===== src/rtl/pwmt_pkg.sv =====
package pwmt_pkg;

    localparam int unsigned DATA_W = 32;
    localparam int unsigned GRP_W  = 4;

    typedef enum logic [1:0] {
        CH_IDLE = 2'd0,
        CH_RUN  = 2'd1,
        CH_DONE = 2'd2
    } ch_state_e;

    // Field bit 0 is the LSB: run, manual load, invert, repeat
    typedef struct packed {
        logic repeat_en;
        logic invert;
        logic manual;
        logic run;
    } ch_ctrl_t;

    function automatic int unsigned grp_base(input int unsigned ch);
        return (ch == 0) ? 0 : (4 * ch + 4);
    endfunction

endpackage


===== src/rtl/pwmt_regs.sv =====
module pwmt_regs
    import pwmt_pkg::*;
#(
    parameter int unsigned NUM_CH = 4,
    parameter int unsigned CNT_W  = 16,
    parameter int unsigned ADDR_W = 4
) (
    input  logic                           clk,
    input  logic                           rst_n,
    input  logic                           wr_i,
    input  logic [ADDR_W-1:0]              addr_i,
    input  logic [DATA_W-1:0]              wdata_i,
    output logic [DATA_W-1:0]              rdata_o,
    output ch_ctrl_t [NUM_CH-1:0]          ctrl_o,
    output logic [NUM_CH-1:0][1:0]         div_o,
    output logic [NUM_CH-1:0][CNT_W-1:0]   cnt_buf_o,
    output logic [NUM_CH-1:0][CNT_W-1:0]   cmp_buf_o
);

    localparam logic [ADDR_W-1:0] A_CTRL = ADDR_W'(0);
    localparam logic [ADDR_W-1:0] A_DIV  = ADDR_W'(1);

    logic unused_wdata;
    assign unused_wdata = ^wdata_i;

    always_ff @(posedge clk) begin
        if (!rst_n) begin
            ctrl_o    <= '0;
            div_o     <= '0;
            cnt_buf_o <= '0;
            cmp_buf_o <= '0;
        end else if (wr_i) begin
            for (int n = 0; n < NUM_CH; n++) begin
                if (addr_i == A_CTRL)
                    ctrl_o[n] <= wdata_i[grp_base(n) +: GRP_W];
                if (addr_i == A_DIV)
                    div_o[n] <= wdata_i[2*n +: 2];
                if (addr_i == ADDR_W'(4 + 2*n))
                    cnt_buf_o[n] <= wdata_i[CNT_W-1:0];
                if (addr_i == ADDR_W'(5 + 2*n))
                    cmp_buf_o[n] <= wdata_i[CNT_W-1:0];
            end
        end
    end

    always_comb begin
        rdata_o = '0;
        for (int n = 0; n < NUM_CH; n++) begin
            if (addr_i == A_CTRL)
                rdata_o[grp_base(n) +: GRP_W] = ctrl_o[n];
            if (addr_i == A_DIV)
                rdata_o[2*n +: 2] = div_o[n];
            if (addr_i == ADDR_W'(4 + 2*n))
                rdata_o[CNT_W-1:0] = cnt_buf_o[n];
            if (addr_i == ADDR_W'(5 + 2*n))
                rdata_o[CNT_W-1:0] = cmp_buf_o[n];
        end
    end

endmodule


===== src/rtl/pwmt_channel.sv =====
module pwmt_channel
    import pwmt_pkg::*;
#(
    parameter int unsigned CNT_W = 16
) (
    input  logic             clk,
    input  logic             rst_n,
    input  ch_ctrl_t         ctrl_i,
    input  logic [1:0]       div_i,
    input  logic [CNT_W-1:0] cnt_buf_i,
    input  logic [CNT_W-1:0] cmp_buf_i,
    output logic             pwm_o,
    output logic             wrap_o,
    output logic             running_o,
    output logic [CNT_W-1:0] cnt_o
);

    localparam int unsigned PRE_W = 4;

    ch_state_e        state_q, state_d;
    logic [PRE_W-1:0] pre_q, pre_mask;
    logic [CNT_W-1:0] cnt_q, cmp_q, cnt_dec;
    logic             level_q, wrap_q, tick, under;

    assign pre_mask = PRE_W'((5'd2 << div_i) - 5'd1);
    assign tick     = (state_q == CH_RUN) && !ctrl_i.manual && (pre_q == pre_mask);
    assign under    = tick && (cnt_q == '0);
    assign cnt_dec  = cnt_q - CNT_W'(1);

    // prescaler: restarts whenever the channel is not counting
    always_ff @(posedge clk) begin
        if (!rst_n || state_q != CH_RUN || ctrl_i.manual || tick)
            pre_q <= '0;
        else
            pre_q <= pre_q + PRE_W'(1);
    end

    // next-state logic
    always_comb begin
        state_d = state_q;
        unique case (state_q)
            CH_IDLE: if (ctrl_i.run) state_d = CH_RUN;
            CH_RUN: begin
                if (!ctrl_i.run)                    state_d = CH_IDLE;
                else if (under && !ctrl_i.repeat_en) state_d = CH_DONE;
            end
            CH_DONE: if (!ctrl_i.run) state_d = CH_IDLE;
            default: state_d = CH_IDLE;
        endcase
    end

    // state register
    always_ff @(posedge clk) begin
        if (!rst_n) state_q <= CH_IDLE;
        else        state_q <= state_d;
    end

    // counter, active compare, level and wrap pulse
    always_ff @(posedge clk) begin
        if (!rst_n) begin
            cnt_q   <= '0;
            cmp_q   <= '0;
            level_q <= 1'b0;
            wrap_q  <= 1'b0;
        end else begin
            wrap_q <= 1'b0;
            if (ctrl_i.manual) begin
                cnt_q   <= cnt_buf_i;
                cmp_q   <= cmp_buf_i;
                level_q <= 1'b0;
            end else if (tick) begin
                if (under) begin
                    wrap_q  <= 1'b1;
                    level_q <= 1'b0;
                    if (ctrl_i.repeat_en) begin
                        cnt_q <= cnt_buf_i;
                        cmp_q <= cmp_buf_i;
                    end
                end else begin
                    cnt_q <= cnt_dec;
                    if (cnt_dec == cmp_q) level_q <= 1'b1;
                end
            end
        end
    end

    // outputs
    always_comb begin
        pwm_o     = level_q ^ ctrl_i.invert;
        wrap_o    = wrap_q;
        running_o = (state_q == CH_RUN);
        cnt_o     = cnt_q;
    end

endmodule


===== src/rtl/pwmt_bank.sv =====
module pwmt_bank
    import pwmt_pkg::*;
#(
    parameter  int unsigned NUM_CH = 4,
    parameter  int unsigned CNT_W  = 16,
    localparam int unsigned ADDR_W = $clog2(4 + 2 * NUM_CH)
) (
    input  logic              clk,
    input  logic              rst_n,
    input  logic              bus_wr,
    input  logic [ADDR_W-1:0] bus_addr,
    input  logic [31:0]       bus_wdata,
    output logic [31:0]       bus_rdata,
    output logic [NUM_CH-1:0] pwm_out,
    output logic [NUM_CH-1:0] pwm_wrap
);

    ch_ctrl_t [NUM_CH-1:0]          ch_ctrl;
    logic [NUM_CH-1:0][1:0]         ch_div;
    logic [NUM_CH-1:0][CNT_W-1:0]   ch_cnt_buf, ch_cmp_buf, ch_cnt;
    logic [NUM_CH-1:0]              ch_run, ch_manual, ch_inv;

    pwmt_regs #(
        .NUM_CH (NUM_CH),
        .CNT_W  (CNT_W),
        .ADDR_W (ADDR_W)
    ) u_regs (
        .clk       (clk),
        .rst_n     (rst_n),
        .wr_i      (bus_wr),
        .addr_i    (bus_addr),
        .wdata_i   (bus_wdata),
        .rdata_o   (bus_rdata),
        .ctrl_o    (ch_ctrl),
        .div_o     (ch_div),
        .cnt_buf_o (ch_cnt_buf),
        .cmp_buf_o (ch_cmp_buf)
    );

    for (genvar g = 0; g < NUM_CH; g++) begin : g_ch
        pwmt_channel #(.CNT_W(CNT_W)) u_ch (
            .clk       (clk),
            .rst_n     (rst_n),
            .ctrl_i    (ch_ctrl[g]),
            .div_i     (ch_div[g]),
            .cnt_buf_i (ch_cnt_buf[g]),
            .cmp_buf_i (ch_cmp_buf[g]),
            .pwm_o     (pwm_out[g]),
            .wrap_o    (pwm_wrap[g]),
            .running_o (ch_run[g]),
            .cnt_o     (ch_cnt[g])
        );
        assign ch_manual[g] = ch_ctrl[g].manual;
        assign ch_inv[g]    = ch_ctrl[g].invert;
    end

endmodule


===== config.mk =====
export PLATFORM = sky130hd
export DESIGN_NAME = pwmt_bank
export DESIGN_NICKNAME = d
export VERILOG_FILES = /design/src/rtl/pwmt_pkg.sv /design/src/rtl/pwmt_regs.sv /design/src/rtl/pwmt_channel.sv /design/src/rtl/pwmt_bank.sv
export SDC_FILE = /design/constraint.sdc
export NUM_CORES = 1
export LEC_CHECK = 0
export BUFFER_PORTS_ARGS = -buffer_cell sky130_fd_sc_hd__buf_4
export CELL_PAD_IN_SITES_DETAIL_PLACEMENT = 1
export CELL_PAD_IN_SITES_GLOBAL_PLACEMENT = 1
export CORE_ASPECT_RATIO = 1.1
export CORE_MARGIN = 2
export CORE_UTILIZATION = 40
export CTS_CLUSTER_SIZE = 8
export DETAILED_ROUTE_END_ITERATION = 10
export GPL_ROUTABILITY_DRIVEN = 0
export GPL_TIMING_DRIVEN = 0
export PLACE_DENSITY_LB_ADDON = 0.1
export SYNTH_ARGS = -nofsm -noshare
export SYNTH_HDL_FRONTEND = slang
export SYNTH_SLANG_ARGS = --single-unit

===== constraint.sdc =====
create_clock -name clk -period 4.9 [get_ports clk]
set_input_delay 0.49 -clock clk [delete_from_list [all_inputs] [get_ports clk]]
set_output_delay 0.49 -clock clk [all_outputs]
set_load 0.1 [all_outputs]

* After elaboration in Yosys (flattened, before gate mapping)
Cells that the tools add are included.
** Storage, ports and cells
- Flip-flop bits (word level) :: 312
- Latch bits :: 0
- RAM bits :: 0
- Memory bits (read-only) :: 0
- Input port bits :: 39
- Logic and storage cells :: 298
- Memories :: 0
** Cells by class
- Add/subtract/negate cells :: 12
- Multiply operators :: 0
- Div/mod/pow operators :: 0
- Magnitude comparators :: 0
- Equality and inequality tests :: 45
- Shifts and indexed selects :: 4
- Multiplexer cells :: 80
- Bitwise gates (word level) :: 9
- Reduce and logical (&&, ||, !) cells :: 96
** Operators by type and width (number)
- 16-bit two-way mux :: 40
- 16-bit == test :: 4
- 16-bit zero test :: 4
- 16-bit by 1-bit subtractor with 16-bit output, second input constant :: 4
- 2-bit two-way mux :: 20
- 2-bit AND reduction :: 18
- 2-bit nonzero test :: 16
- 3-bit inequality test, second input constant :: 8
- 2-bit one-hot mux with 3 select lines :: 4
- 3-bit AND reduction :: 8
- 4-bit by 1-bit adder with 4-bit output, second input constant :: 4
- 4-bit by 3-bit == test with 1-bit output, second input constant :: 4
- 4-bit == test :: 4
- 4-bit == test, second input constant :: 4
- 1-bit logical AND :: 16
- 4-bit two-way mux :: 4
- 2-bit inequality test, second input constant :: 8
- 2-bit by 2-bit << shifter with 4-bit output, first input constant :: 4
- 4-bit by 1-bit subtractor with 4-bit output, second input constant :: 4
- 1-bit logical OR :: 12
- 1-bit two-way mux :: 12
- 3-bit OR reduction :: 4
- 1-bit zero test :: 9
- 2-bit by 1-bit == test with 1-bit output, second input constant :: 4
- 8 further kinds :: 27

* Longest topological paths before layout
- Depth after elaboration :: 14
- Depth in mapped cells :: 11
- Gate-level depth less buffers :: 9

* Hierarchy
A second synthesis with hierarchy kept.
** Second synthesis, totals
- Cell total of the unflattened synthesis :: 2102
- Area, all modules :: 17375.4 um^2
** By module, submodules not included
- pwmt_regs :: times used 1, cells an instance 901, area each 7422.1 um^2
- pwmt_channel at g_ch[0].u_ch ... :: times used 3, cells an instance 296, area each 2431.1 um^2
- pwmt_channel at g_ch[3].u_ch :: times used 1, cells an instance 313, area each 2660.1 um^2

* Least setup slack after synthesis
No wires, ideal clock.
- Kind :: in2out
- Start :: input port bus_addr[1]
- End :: output port bus_rdata[17]
- Arrival time :: 3869 ps
- Data required time :: 4410 ps
- Path slack :: 541 ps
- Stages :: 3
- Path buffers :: 1
- Cell sequence :: clkbuf_1 > or2_2 > nor4_1
** On the way
- Word-level cells in the longest chain between the ends :: 2
** Ends and longest elaborated chain
- from (decl) :: line pwmt_bank.sv:11 : input logic [ADDR_W-1:0] bus_addr,
- 4-bit zero test :: line pwmt_regs.sv:49 : if (addr_i == A_CTRL)
- 4-bit two-way mux :: line pwmt_regs.sv:49
- to (decl) :: line pwmt_bank.sv:13 : output logic [31:0] bus_rdata,
Every way passes these cells.

* Final worst setup path
- Start :: input port bus_addr[1]
- End :: output port bus_rdata[11]
** On the way
- Word-level cells in the longest chain between the ends :: 10
- Elaborated cells between the ends (all ways) :: 18
- Those cells by class :: 8 x eq/ne; 9 x mux; 1 x reduce/logical
** Ends and longest elaborated chain
- 4-bit by 3-bit == test with 1-bit output :: line pwmt_regs.sv:53 : if (addr_i == ADDR_W'(4 + 2*n))
- 16-bit two-way mux :: line pwmt_regs.sv:53
- 16-bit two-way mux :: line pwmt_regs.sv:55 : if (addr_i == ADDR_W'(5 + 2*n))
- 4-bit two-way mux :: line pwmt_regs.sv:49
- 16-bit two-way mux :: line pwmt_regs.sv:53
- 16-bit two-way mux :: line pwmt_regs.sv:55
- 16-bit two-way mux :: line pwmt_regs.sv:53
- 16-bit two-way mux :: line pwmt_regs.sv:55
- 16-bit two-way mux :: line pwmt_regs.sv:53
- 16-bit two-way mux * :: line pwmt_regs.sv:55
Mark *: on every way between the ends. The rest lies on a longest branch, timed or not.

==> impl_metrics.env <==
export IMPL_slew_violations=0
export IMPL_synthCells=2137
export IMPL_mostFrequentLayoutCells="492 x nand2_1, 312 x dfxtp_1, 274 x a21oi_1, 144 x nor2_1, 140 x clkbuf_1"
export IMPL_clockBufferDepth=3
export IMPL_worst_pin_slew_ns=1.24
export IMPL_drc_errors=0
export IMPL_grt_pass1_wl_mm=102
export IMPL_min_period_over_period=0.857
export IMPL_antenna_found_initial=1
export IMPL_finClkSkew_ns=0.0187
export IMPL_worstSetupStartpointType="input port"
export IMPL_die_x_um=195
export IMPL_setup_viol=0
export IMPL_ant_nets=0
export IMPL_worstPathRequired_ns=4.41
export IMPL_synth_seq_area_share=0.387
export IMPL_n_fill_cell=4967
export IMPL_syn_to_final_growth_pct=13.4
export IMPL_clkPwrFrac=0.467
export IMPL_fmax_mhz=238
export IMPL_pin_count=79
export IMPL_drt_iter0_drc=1176
export IMPL_num_rows=77
export IMPL_synth_edf_count=0
export IMPL_grt_usage=0.319
export IMPL_diodes=0
export IMPL_die_y_um=215
export IMPL_drive_gt1_frac=0.0725
export IMPL_ys_types=83
export IMPL_p_leak_nw=6.92
export IMPL_clock_sinks=312
export IMPL_yosys_warnings=0
export IMPL_worstSkewPairLatency_ns=0.58
export IMPL_rrSetupSlack_ns=1.45
export IMPL_core_area_um2=40000
export IMPL_slew_headroom=0.167
export IMPL_nets=2282
export IMPL_cts_resized_gates=0
export IMPL_post_cts_setup_buffers=0
export IMPL_p_switching_w=0.00168
export IMPL_wl_per_cell_um=24.3
export IMPL_htreeDepth=2
export IMPL_clkSlewWorstSetupHoldPaths_ns=0.05
export IMPL_p_int_w=0.00443
export IMPL_cap_viol_max_count=0
export IMPL_postLayoutCoreUtil=0.457
export IMPL_totalNegativeSetupSlack_ns=0
export IMPL_end_kind="primary output"
export IMPL_crit_arrival_ns=3.71
export IMPL_hpwl_mm=50.1
export IMPL_syn_area_um2=16100
export IMPL_layout_min_cycle_time_ns=4.20
export IMPL_fin_ws_ns=0.699
export IMPL_dp_slack_ns=0.790
export IMPL_grt_overflow=0
export IMPL_synth_seq_cells=312
export IMPL_power_density_nw_per_um2=335
export IMPL_critPathMaxFanout=10
export IMPL_p_sw_frac=0.275
export IMPL_dr_total_vias=16277
export IMPL_viasPerCell=5.92
export IMPL_cts_made_buffers=45
export IMPL_ys_flop_type="dfxtp_1"
export IMPL_ctsRootBufferMaster="clkbuf_16"
export IMPL_die_area_um2=41900
export IMPL_hold_path_class="in -> reg"
export IMPL_dr_pass1_iters=8
export IMPL_avgSynthCellArea_um2=7.55
export IMPL_seq_power_share=0.425
export IMPL_cts_tree="yes"
export IMPL_ir_drop_uv=381
export IMPL_io_buffers=36
export IMPL_dp_cells=2697
export IMPL_layout_commonest_cell="nand2_1"
export IMPL_async_flop_share=0
export IMPL_initial_core_util=0.403
export IMPL_grt_setup_unrepaired="false"
export IMPL_wl_mm=66.8
export IMPL_combPwrFrac=0.108
export IMPL_hold_viol=0
export IMPL_grt_max_degree=12
export IMPL_ctsHoldBuffers=0
export IMPL_stdcell_count=2749
export IMPL_critical_path_class="in -> out"
export IMPL_grt_pass1_vias=16308
export IMPL_outcome="completed"
-- metal layers --
metal	routed length, um	share of wire	vias to the layer above	GRT usage
met1	29000	0.43	8043	0.422
met2	30400	0.46	553	0.515
met5	0	0	-	0
li1	-	-	7544	-
met3	3900	0.058	137	0.0349
met4	3490	0.052	0	0.159
-- power by group through the flow --
stage          registers [W]  clock network [W]  logic, W
3_3_place_gp         0.00265                  0  0.000638
2_1_floorplan        0.00263                  0  0.000456
5_1_grt              0.00260            0.00298  0.000710
3_5_place_dp         0.00265                  0  0.000649
4_1_cts              0.00260            0.00288  0.000653
6_report             0.00260            0.00286  0.000663
-- synth_stat cells (9+ instances only) --
library cell    n  area [um^2]
buf_4          21          158
a31oi_1        20          125
mux2i_1        57          571
nand4_1        14         87.6
nor2b_1        17          106
or3_1          10         62.6
nor2_1        144          541
ha_1           12          150
o31a_1         10         87.6
and2_1         16          100
nand3_1        71          355
inv_1          31          116
and3_1          9         56.3
a21oi_1       274         1370
clkbuf_1      137          514
dfxtp_1       312         6250
a22oi_1        18          135
xor2_1         36          315
buf_2          17         85.1
xnor2_1        66          578
nor4_1         22          138
nand2_1       492         1850
o21ai_0        61          305
nor3b_1        17          128
o22ai_1        43          269
or2_2           9         56.3
a21o_1          9         67.6
nand2b_1       14         87.6
nor3_1         38          190
-- state kept, by name, indices dropped and copies added (netlist names) --
signal             flops
g_ch.u_ch.cmp_q       64
g_ch.u_ch.cnt_o       64
u_regs.cmp_buf_o      64
u_regs.cnt_buf_o      64
g_ch.u_ch.pre_q       16
u_regs.ctrl_o         16
g_ch.u_ch.state_q      8
u_regs.div_o           8
g_ch.u_ch.level_q      4
g_ch.u_ch.wrap_o       4
-- final timing paths --
check                          startpoint                       to  cells past startpoint
setup / recovery              bus_addr[1]            bus_rdata[11]                      9
hold / removal              bus_wdata[16]        u_regs.ctrl_o[12]                      3
setup reg to reg          u_regs.div_o[4]   g_ch[2].u_ch.cnt_o[14]                      7
hold reg to reg   g_ch[2].u_ch.state_q[1]  g_ch[2].u_ch.state_q[0]                      1
-- through the flow --
step | cell area, um^2 | hold WS, ns | power (W)
after global routing | 18300 | 0.185 | 0.00628
after CTS | 18300 | 0.142 | 0.00613
after floorplan | 16200 | 0.414 | 0.00309
after detailed placement | 17100 | 0.449 | 0.00330
after global placement | 17100 | 0.427 | 0.00328
final | 18300 | 0.156 | 0.00612
-- area by class of cell --
| type | instances | area (um^2) | area share |
|---|---|---|---|
| Clock buffer | 50 | 1190 | 0.0649 |
| Inverter | 32 | 120 | 0.00657 |
| Buffer | 183 | 810 | 0.0443 |
| Clock inverter | 2 | 16.3 | 0.000890 |
| Multi-Input combinational cell | 1621 | 8990 | 0.492 |
| Tap cell | 513 | 642 | 0.0351 |
| Sequential cell | 312 | 6250 | 0.342 |
| Timing Repair Buffer | 36 | 270 | 0.0148 |
-- critical path, cell delays in order --
cell and delay [ns]:
clkbuf_1 0.27, or2_2 0.49, nor3_1 0.46, clkbuf_1 0.67
a22oi_1 0.14, a31oi_1 0.57, a21oi_1 0.08, o211ai_1 0.18
buf_4 0.35
-- cells by family after synthesis --
group,after synthesis,synth area share
simple gates,912,0.253
buf+inv,215,0.0576
flops,312,0.387
xor+xnor,102,0.0554
other cells,1,0.000233
fa+ha+maj,12,0.00931
compound gates,515,0.190
mux,68,0.0473
Note: power is estimated with default switching activity, not from simulation.
